`src/rtl/irq_hold_pkg.sv`:
```
package irq_hold_pkg;
  localparam int SRC_W   = 26;
  localparam int DATA_W  = 32;
  localparam int ADDR_W  = 2;
  localparam int HOLD_W  = 8;
  localparam int SUM_BIT = 15;
  localparam int SUM_LO  = 16;
  localparam int HCFG_W  = HOLD_W + 1;

  localparam logic [SRC_W-1:0] EVT_IMPL   = 26'h3F1_7FFF;
  localparam logic [SRC_W-1:0] MASK_IMPL  = 26'h3F1_FFFF;
  localparam logic [SRC_W-1:0] STATUS_RST = 26'h300_0000;

  typedef enum logic [ADDR_W-1:0] {
    ADDR_STATUS = 2'd0,
    ADDR_MASK   = 2'd1,
    ADDR_ENABLE = 2'd2,
    ADDR_HOLD   = 2'd3
  } regAddr_t;

  typedef enum logic [1:0] {
    HOLD_IDLE  = 2'd0,
    HOLD_ARMED = 2'd1,
    HOLD_RUN   = 2'd2
  } holdState_t;

  typedef struct packed {
    logic rdStatus;
    logic wrMask;
    logic wrEnable;
    logic wrHold;
    logic loadCnt;
    logic decCnt;
  } ctrlStrobe_t;
endpackage

```
`src/rtl/irq_hold_ctrl.sv`:
```
module irq_hold_ctrl
  import irq_hold_pkg::*;
(
  input  logic                  clk,
  input  logic                  rstN,
  input  logic                  busSel,
  input  logic                  busWr,
  input  logic [ADDR_W-1:0]     busAddr,
  input  logic                  enableQ,
  input  logic                  holdMode,
  input  logic                  cntZero,
  input  logic                  anyEvent,
  input  logic                  tickIn,
  output ctrlStrobe_t           strobe
);
  holdState_t stateQ, stateD;
  logic rdStatus;

  assign rdStatus = busSel && !busWr && (busAddr == ADDR_STATUS);

  // Bus decode and counter strobes
  always_comb begin
    strobe          = '0;
    strobe.rdStatus = rdStatus;
    strobe.wrMask   = busSel && busWr && (busAddr == ADDR_MASK);
    strobe.wrEnable = busSel && busWr && (busAddr == ADDR_ENABLE);
    strobe.wrHold   = busSel && busWr && (busAddr == ADDR_HOLD);
    strobe.loadCnt  = rdStatus;
    strobe.decCnt   = (stateQ == HOLD_RUN) && enableQ && tickIn && !cntZero && !rdStatus;
  end

  // Holdoff start/run sequencing
  always_comb begin
    stateD = stateQ;
    if (rdStatus) begin
      stateD = HOLD_ARMED;
    end else begin
      unique case (stateQ)
        HOLD_ARMED: if (enableQ && (!holdMode || anyEvent)) stateD = HOLD_RUN;
        HOLD_RUN:   if (cntZero) stateD = HOLD_IDLE;
        default:    stateD = stateQ;
      endcase
    end
  end

  always_ff @(posedge clk) begin
    if (!rstN) stateQ <= HOLD_IDLE;
    else       stateQ <= stateD;
  end
endmodule

```
`src/rtl/irq_hold_dp.sv`:
```
module irq_hold_dp
  import irq_hold_pkg::*;
(
  input  logic                  clk,
  input  logic                  rstN,
  input  ctrlStrobe_t           strobe,
  input  logic [ADDR_W-1:0]     busAddr,
  input  logic [DATA_W-1:0]     busWrData,
  input  logic [SRC_W-1:0]      eventIn,
  output logic [DATA_W-1:0]     busRdData,
  output logic [DATA_W-1:0]     statusView,
  output logic [SRC_W-1:0]      maskQ,
  output logic                  enableQ,
  output logic [HCFG_W-1:0]     holdQ,
  output logic [HOLD_W-1:0]     holdCnt,
  output logic                  holdMode,
  output logic                  cntZero,
  output logic                  anyEvent,
  output logic                  irqOut
);
  logic [SRC_W-1:0] statusQ;
  logic [SRC_W-1:0] liveEvt;

  assign liveEvt  = eventIn & EVT_IMPL;
  assign anyEvent = |liveEvt;
  assign holdMode = holdQ[HOLD_W];
  assign cntZero  = (holdCnt == '0);

  always_comb begin
    statusView                 = '0;
    statusView[SRC_W-1:0]      = statusQ & EVT_IMPL;
    statusView[SUM_BIT]        = |statusQ[SRC_W-1:SUM_LO];
  end

  always_ff @(posedge clk) begin
    if (!rstN) begin
      statusQ <= STATUS_RST;
      maskQ   <= '0;
      enableQ <= 1'b0;
      holdQ   <= '0;
      holdCnt <= '0;
    end else begin
      statusQ <= (strobe.rdStatus ? '0 : statusQ) | liveEvt;
      if (strobe.wrMask)   maskQ   <= busWrData[SRC_W-1:0] & MASK_IMPL;
      if (strobe.wrEnable) enableQ <= busWrData[0];
      if (strobe.wrHold)   holdQ   <= busWrData[HCFG_W-1:0];
      if (strobe.loadCnt)     holdCnt <= holdQ[HOLD_W-1:0];
      else if (strobe.decCnt) holdCnt <= holdCnt - 1'b1;
    end
  end

  always_comb begin
    busRdData = '0;
    unique case (busAddr)
      ADDR_STATUS: busRdData = statusView;
      ADDR_MASK:   busRdData[SRC_W-1:0]  = maskQ;
      ADDR_ENABLE: busRdData[0]          = enableQ;
      default:     busRdData[HCFG_W-1:0] = holdQ;
    endcase
  end

  assign irqOut = (|(statusView[SRC_W-1:0] & maskQ)) && enableQ && cntZero;
endmodule

```
`src/rtl/irq_hold_top.sv`:
```
module irq_hold_top
  import irq_hold_pkg::*;
(
  input  logic              clk,
  input  logic              rstN,
  input  logic              busSel,
  input  logic              busWr,
  input  logic [1:0]        busAddr,
  input  logic [31:0]       busWrData,
  output logic [31:0]       busRdData,
  input  logic [25:0]       eventIn,
  input  logic              tickIn,
  output logic              irqOut
);
  ctrlStrobe_t       strobe;
  logic [DATA_W-1:0] statusView;
  logic [SRC_W-1:0]  maskQ;
  logic              enableQ;
  logic [HCFG_W-1:0] holdQ;
  logic [HOLD_W-1:0] holdCnt;
  logic              holdMode, cntZero, anyEvent;

  irq_hold_ctrl u_ctrl (
    .clk(clk), .rstN(rstN), .busSel(busSel), .busWr(busWr), .busAddr(busAddr),
    .enableQ(enableQ), .holdMode(holdMode), .cntZero(cntZero),
    .anyEvent(anyEvent), .tickIn(tickIn), .strobe(strobe)
  );

  irq_hold_dp u_dp (
    .clk(clk), .rstN(rstN), .strobe(strobe), .busAddr(busAddr),
    .busWrData(busWrData), .eventIn(eventIn), .busRdData(busRdData),
    .statusView(statusView), .maskQ(maskQ), .enableQ(enableQ), .holdQ(holdQ),
    .holdCnt(holdCnt), .holdMode(holdMode), .cntZero(cntZero),
    .anyEvent(anyEvent), .irqOut(irqOut)
  );
endmodule

```
`config.mk`:
```
export PLATFORM = sky130hd
export DESIGN_NAME = irq_hold_top
export DESIGN_NICKNAME = d
export VERILOG_FILES = /design/src/rtl/irq_hold_pkg.sv /design/src/rtl/irq_hold_ctrl.sv /design/src/rtl/irq_hold_dp.sv /design/src/rtl/irq_hold_top.sv
export SDC_FILE = /design/constraint.sdc
export NUM_CORES = 1
export LEC_CHECK = 0
export ABC_AREA = 0
export CAP_MARGIN = 20
export CORE_MARGIN = 4
export CORE_UTILIZATION = 48
export DETAILED_ROUTE_END_ITERATION = 6
export PLACE_DENSITY = 0.81
export SLEW_MARGIN = 0
export SYNTH_ARGS = -nofsm -noshare
export SYNTH_HDL_FRONTEND = slang
export SYNTH_HIERARCHICAL = 1
export SYNTH_SLANG_ARGS = --single-unit
```
`constraint.sdc`:
```
create_clock -name clk -period 3.2 [get_ports clk]
set_input_delay 0.48 -clock clk [delete_from_list [all_inputs] [get_ports clk]]
set_output_delay 0.48 -clock clk [all_outputs]
set_load 0.02 [all_outputs]
```
Yosys cells after proc, flatten, opt, wreduce, memory -nomap -nowiden --
Cells that the tools add are included.
Word-level totals: register bits 69, bits of input ports 65, output and inout port bits 33, word-level logic and storage cells 59
Operators by class: $add $sub $neg 1, equality and inequality tests 9, mux-type cells 10, bitwise operators 3, reductions and logical operators 29
Operators with widths (count):
- $pmux 17 s2 | 1
- $and 26x26->26 | 1
- $mux 26 | 1
- $or 26x26->26 | 1
- $reduce_or 26->1 | 1
- $pmux 8 s3 | 1
- $reduce_or 22->1 | 1
- $mux 8 | 2
- $logic_and 1x1->1 | 13
- $reduce_or 10->1 | 1
- $logic_not 8->1 | 1
- $sub 8x1->8 const B | 1
- $eq 2x2->1 const B | 3
- $ne 3x1->1 const B | 2
- $reduce_and 3->1 | 2
- $eq 2x1->1 const B | 2
- $logic_not 1->1 | 4
- $mux 2 | 2
- $ne 2x1->1 const B | 2
- $pmux 2 s2 | 1
- $reduce_bool 2->1 | 2
- $pmux 1 s3 | 1
- $reduce_bool 3->1 | 1
- $logic_not 2->1 | 1
- other kinds (4) | 4

Depth between registers and ports, before layout --
depth after elaboration 7, depth in mapped cells 10, gate-level depth less buffers 10

Hierarchy --
Netlist, hierarchy kept.
By module, submodules not included:
- irq_hold_dp | instances 1, cells each 342, area an instance 3184.3 µm², sequential area each 1261.2 µm²
- irq_hold_ctrl | instances 1, cells each 23, area an instance 168.9 µm², sequential area each 40.0 µm²

Worst setup path before layout --
No wires, ideal clock.
path type register to register, start point register u_dp.holdCnt[0], end point register u_dp.holdCnt[6], library setup time 0.116 ns, data arrival time 2.115 ns, data required time 3.084 ns, slack 0.969 ns, stages on the path, launching flop included 11, buffers on the path 0, clock period less this slack 2.231 ns, cell sequence dfxtp_1 inv_1 ha_1 and3_1 inv_1 nand4_1 nor3_1 nand2_1 nor4b_1 xor2_1 o211a_1
RTL lines:
- start: declaration | RTL line irq_hold_dp.sv:15 | output logic [HOLD_W-1:0] holdCnt,
- start signal: assignment | RTL line irq_hold_dp.sv:47 | if (strobe.loadCnt) holdCnt <= holdQ[HOLD_W-1:0];
- start signal: assignment | RTL line irq_hold_dp.sv:48 | else if (strobe.decCnt) holdCnt <= holdCnt - 1'b1;

Final worst setup path --
start point input busAddr[0], end point output busRdData[4]
On the way: longest elaborated chain between the ends 2, elaborated cells between the ends (all ways) 4, those cells by class eq/ne (2); mux (1); reduce/logical (1)
RTL lines:
- start: declaration | RTL line irq_hold_top.sv:8 | input logic [1:0] busAddr,
- $eq 2x2->1, or another cell as far along | RTL line irq_hold_dp.sv:54 | unique case (busAddr)
- $pmux 8 s3 * | RTL line irq_hold_dp.sv:54
- end: declaration | RTL line irq_hold_top.sv:10 | output logic [31:0] busRdData,
Mark *: on every way between the ends. The rest lies on a longest branch, timed or not.

==> results.sh <==
export IMPL_finalMaxSlewViolations=0
export IMPL_finalClockSkew_ns=0.00697
export IMPL_fin_tns_setup_ns=0
export IMPL_clock_path_buffers=2
export IMPL_combPwrFrac_pct=14.4
export IMPL_drt_iter0_drc=198
export IMPL_crit_chain="clkdlybuf4s50_1 > buf_12 > mux2i_1 > o21ai_0 > clkdlybuf4s50_1"
export IMPL_path_clk_slew_ns=0.07
export IMPL_crit_path_top_delay_cell="clkdlybuf4s50_1"
export IMPL_cp_slowest_stage_delay_ns=0.67
export IMPL_rsz0062_at_grt="false"
export IMPL_synth_cells=352
export IMPL_dieArea_mm2=0.00816
export IMPL_clock_latency_ns=0.33
export IMPL_antenna_cells=0
export IMPL_io_pins=98
export IMPL_tightest_slew_ns=0.999
export IMPL_crit_required_ns=2.72
export IMPL_seqPwrFrac_pct=46.7
export IMPL_pre_cts_slack_ns=0.459
export IMPL_gr_total_overflow=0
export IMPL_end_kind="output port"
export IMPL_die_h_um=90.4
export IMPL_antenna_found_initial=0
export IMPL_power_density_mw_per_mm2=435
export IMPL_area_growth_pct=30.7
export IMPL_period_needed_ns=2.77
export IMPL_grt_max_degree=67
export IMPL_std_cell_rows=29
export IMPL_clockRootBuffer="clkbuf_8"
export IMPL_grt_pass1_wl_um=13400
export IMPL_dp_hpwl_um=6060
export IMPL_die_w_um=90.4
export IMPL_clock_power_share_pct=38.9
export IMPL_syn_area_mm2=0.00326
export IMPL_post_drt_wl_per_cell_um=16.3
export IMPL_clock_sinks=65
export IMPL_start_util_pct=50.4
export IMPL_drt_total_wl_um=8240
export IMPL_htreeDepth=3
export IMPL_hp_class="reg2reg"
export IMPL_core_area_mm2=0.00646
export IMPL_drt_first_pass_iters=4
export IMPL_hold_violations=0
export IMPL_ctsHoldBuffers=0
export IMPL_cts_tree="yes"
export IMPL_post_route_period_util_pct=86.6
export IMPL_drc=0
export IMPL_setup_ws_ns=0.429
export IMPL_irDropWorstVdd_mv=0.308
export IMPL_crit_fanout=23
export IMPL_status="finished, final reports clean"
export IMPL_final_core_util_pct=65.9
export IMPL_place_congestion=0.832
export IMPL_sw_frac_of_total_pct=23.9
export IMPL_critPathMostFrequentCell="clkdlybuf4s50_1"
export IMPL_critPathKind="in2out"
export IMPL_avgViaCountPerCell=5.43
export IMPL_cp_start_kind="input port"
export IMPL_maxCapViolCount=0
export IMPL_setup_viol=0
export IMPL_port_buffers=75
export IMPL_crit_arrival_ns=2.29
export IMPL_vias=2746
export IMPL_nets=491
export IMPL_grt_pass1_vias=2711
export IMPL_ant_nets=0
export IMPL_ctsResizeCount=0
export IMPL_syn_area_per_cell_um2=9.25
export IMPL_slew_headroom_pct=33.4
export IMPL_switchingPower_mw=0.443
export IMPL_ys_warnings_count=6
export IMPL_max_freq_ghz=0.361
export IMPL_cts_made_buffers=9
export IMPL_grtUsageTotal_pct=20.6
export IMPL_cts_setup_buffers=0
export IMPL_p_leak_nw=1.57
export IMPL_drive_gt1_share_pct=6.76
export IMPL_internal_power_mw=1.41
## cell usage in the layout (no fill, tap or decap), types with 2 or more instances in the layout
master	count
nand4_1	4
buf_4	8
nor3_1	2
mux2i_1	54
nor2b_1	54
nor4_1	6
dfxtp_1	65
a21oi_1	8
clkbuf_8	12
inv_1	6
nand2_1	18
xnor2_1	2
clkbuf_1	2
and2_1	4
a31oi_1	2
conb_1	9
o21a_1	20
a22oi_1	11
nor4b_4	2
o21ai_0	15
clkdlybuf4s50_1	74
nand2b_1	5
or4_1	3
nand3_1	3
nand3b_1	2
ha_1	2
nor2_1	20
xor2_1	4
## stage by stage
step	cell area (um^2)	instances	power, mW	hold WS, ns
5_1_grt	4260	506	1.93	0.518
4_1_cts	4260	506	1.86	0.505
6_report	4260	506	1.85	0.507
3_3_place_gp	4050	490	1.14	0.468
3_5_place_dp	4050	490	1.15	0.493
2_1_floorplan	3290	360	1.02	0.459
## registers in the layout, indices dropped and copies added (netlist names)
name           count
u_dp/maskQ        23
u_dp/statusQ      22
u_dp/holdQ         9
u_dp/holdCnt       8
u_ctrl/stateQ      2
u_dp/enableQ       1
## final cells by class
cell class	count	area, um^2
flip-flops and latches	65	1300
well taps	77	96.3
multi-input cells	258	1800
fillers	553	2200
clock buffers	14	173
inverters	6	22.5
clock inverters	2	35.0
repair buffers	84	826
## power groups by stage
stage / combinational [mW] / clock [mW] / sequential [mW]
after global placement: 0.262 / 0 / 0.881
after floorplan: 0.149 / 0 / 0.874
after global routing: 0.287 / 0.775 / 0.868
final: 0.267 / 0.719 / 0.865
after detailed placement: 0.265 / 0 / 0.882
after CTS: 0.266 / 0.733 / 0.864
## critical path: cells and delay by family
kind            cells  cell delay, ns
compound gates      1            0.26
buf+inv             3            1.44
mux                 1            0.09
## worst paths after layout
path                                 start  slack [ns]  cells after the start                            end
max reg2reg   u_dp/holdCnt[0]$_SDFFE_PN0P_        0.82                     11   u_dp/holdCnt[6]$_SDFFE_PN0P_
min          u_ctrl/stateQ[1]$_SDFFE_PP0P_        0.51                      2  u_ctrl/stateQ[1]$_SDFFE_PP0P_
max                             busAddr[0]        0.43                      5                   busRdData[4]
min reg2reg  u_ctrl/stateQ[1]$_SDFFE_PP0P_        0.51                      2  u_ctrl/stateQ[1]$_SDFFE_PP0P_
## routing by layer
metal / track usage, % / vias up / wire, um
met5: 0 / - / 0
met4: 8.80 / 0 / 173
met3: 4.42 / 16 / 522
met2: 30.4 / 106 / 3660
met1: 29.0 / 1277 / 3880
li1: - / 1347 / -
Power figures use the tool's default switching activity.
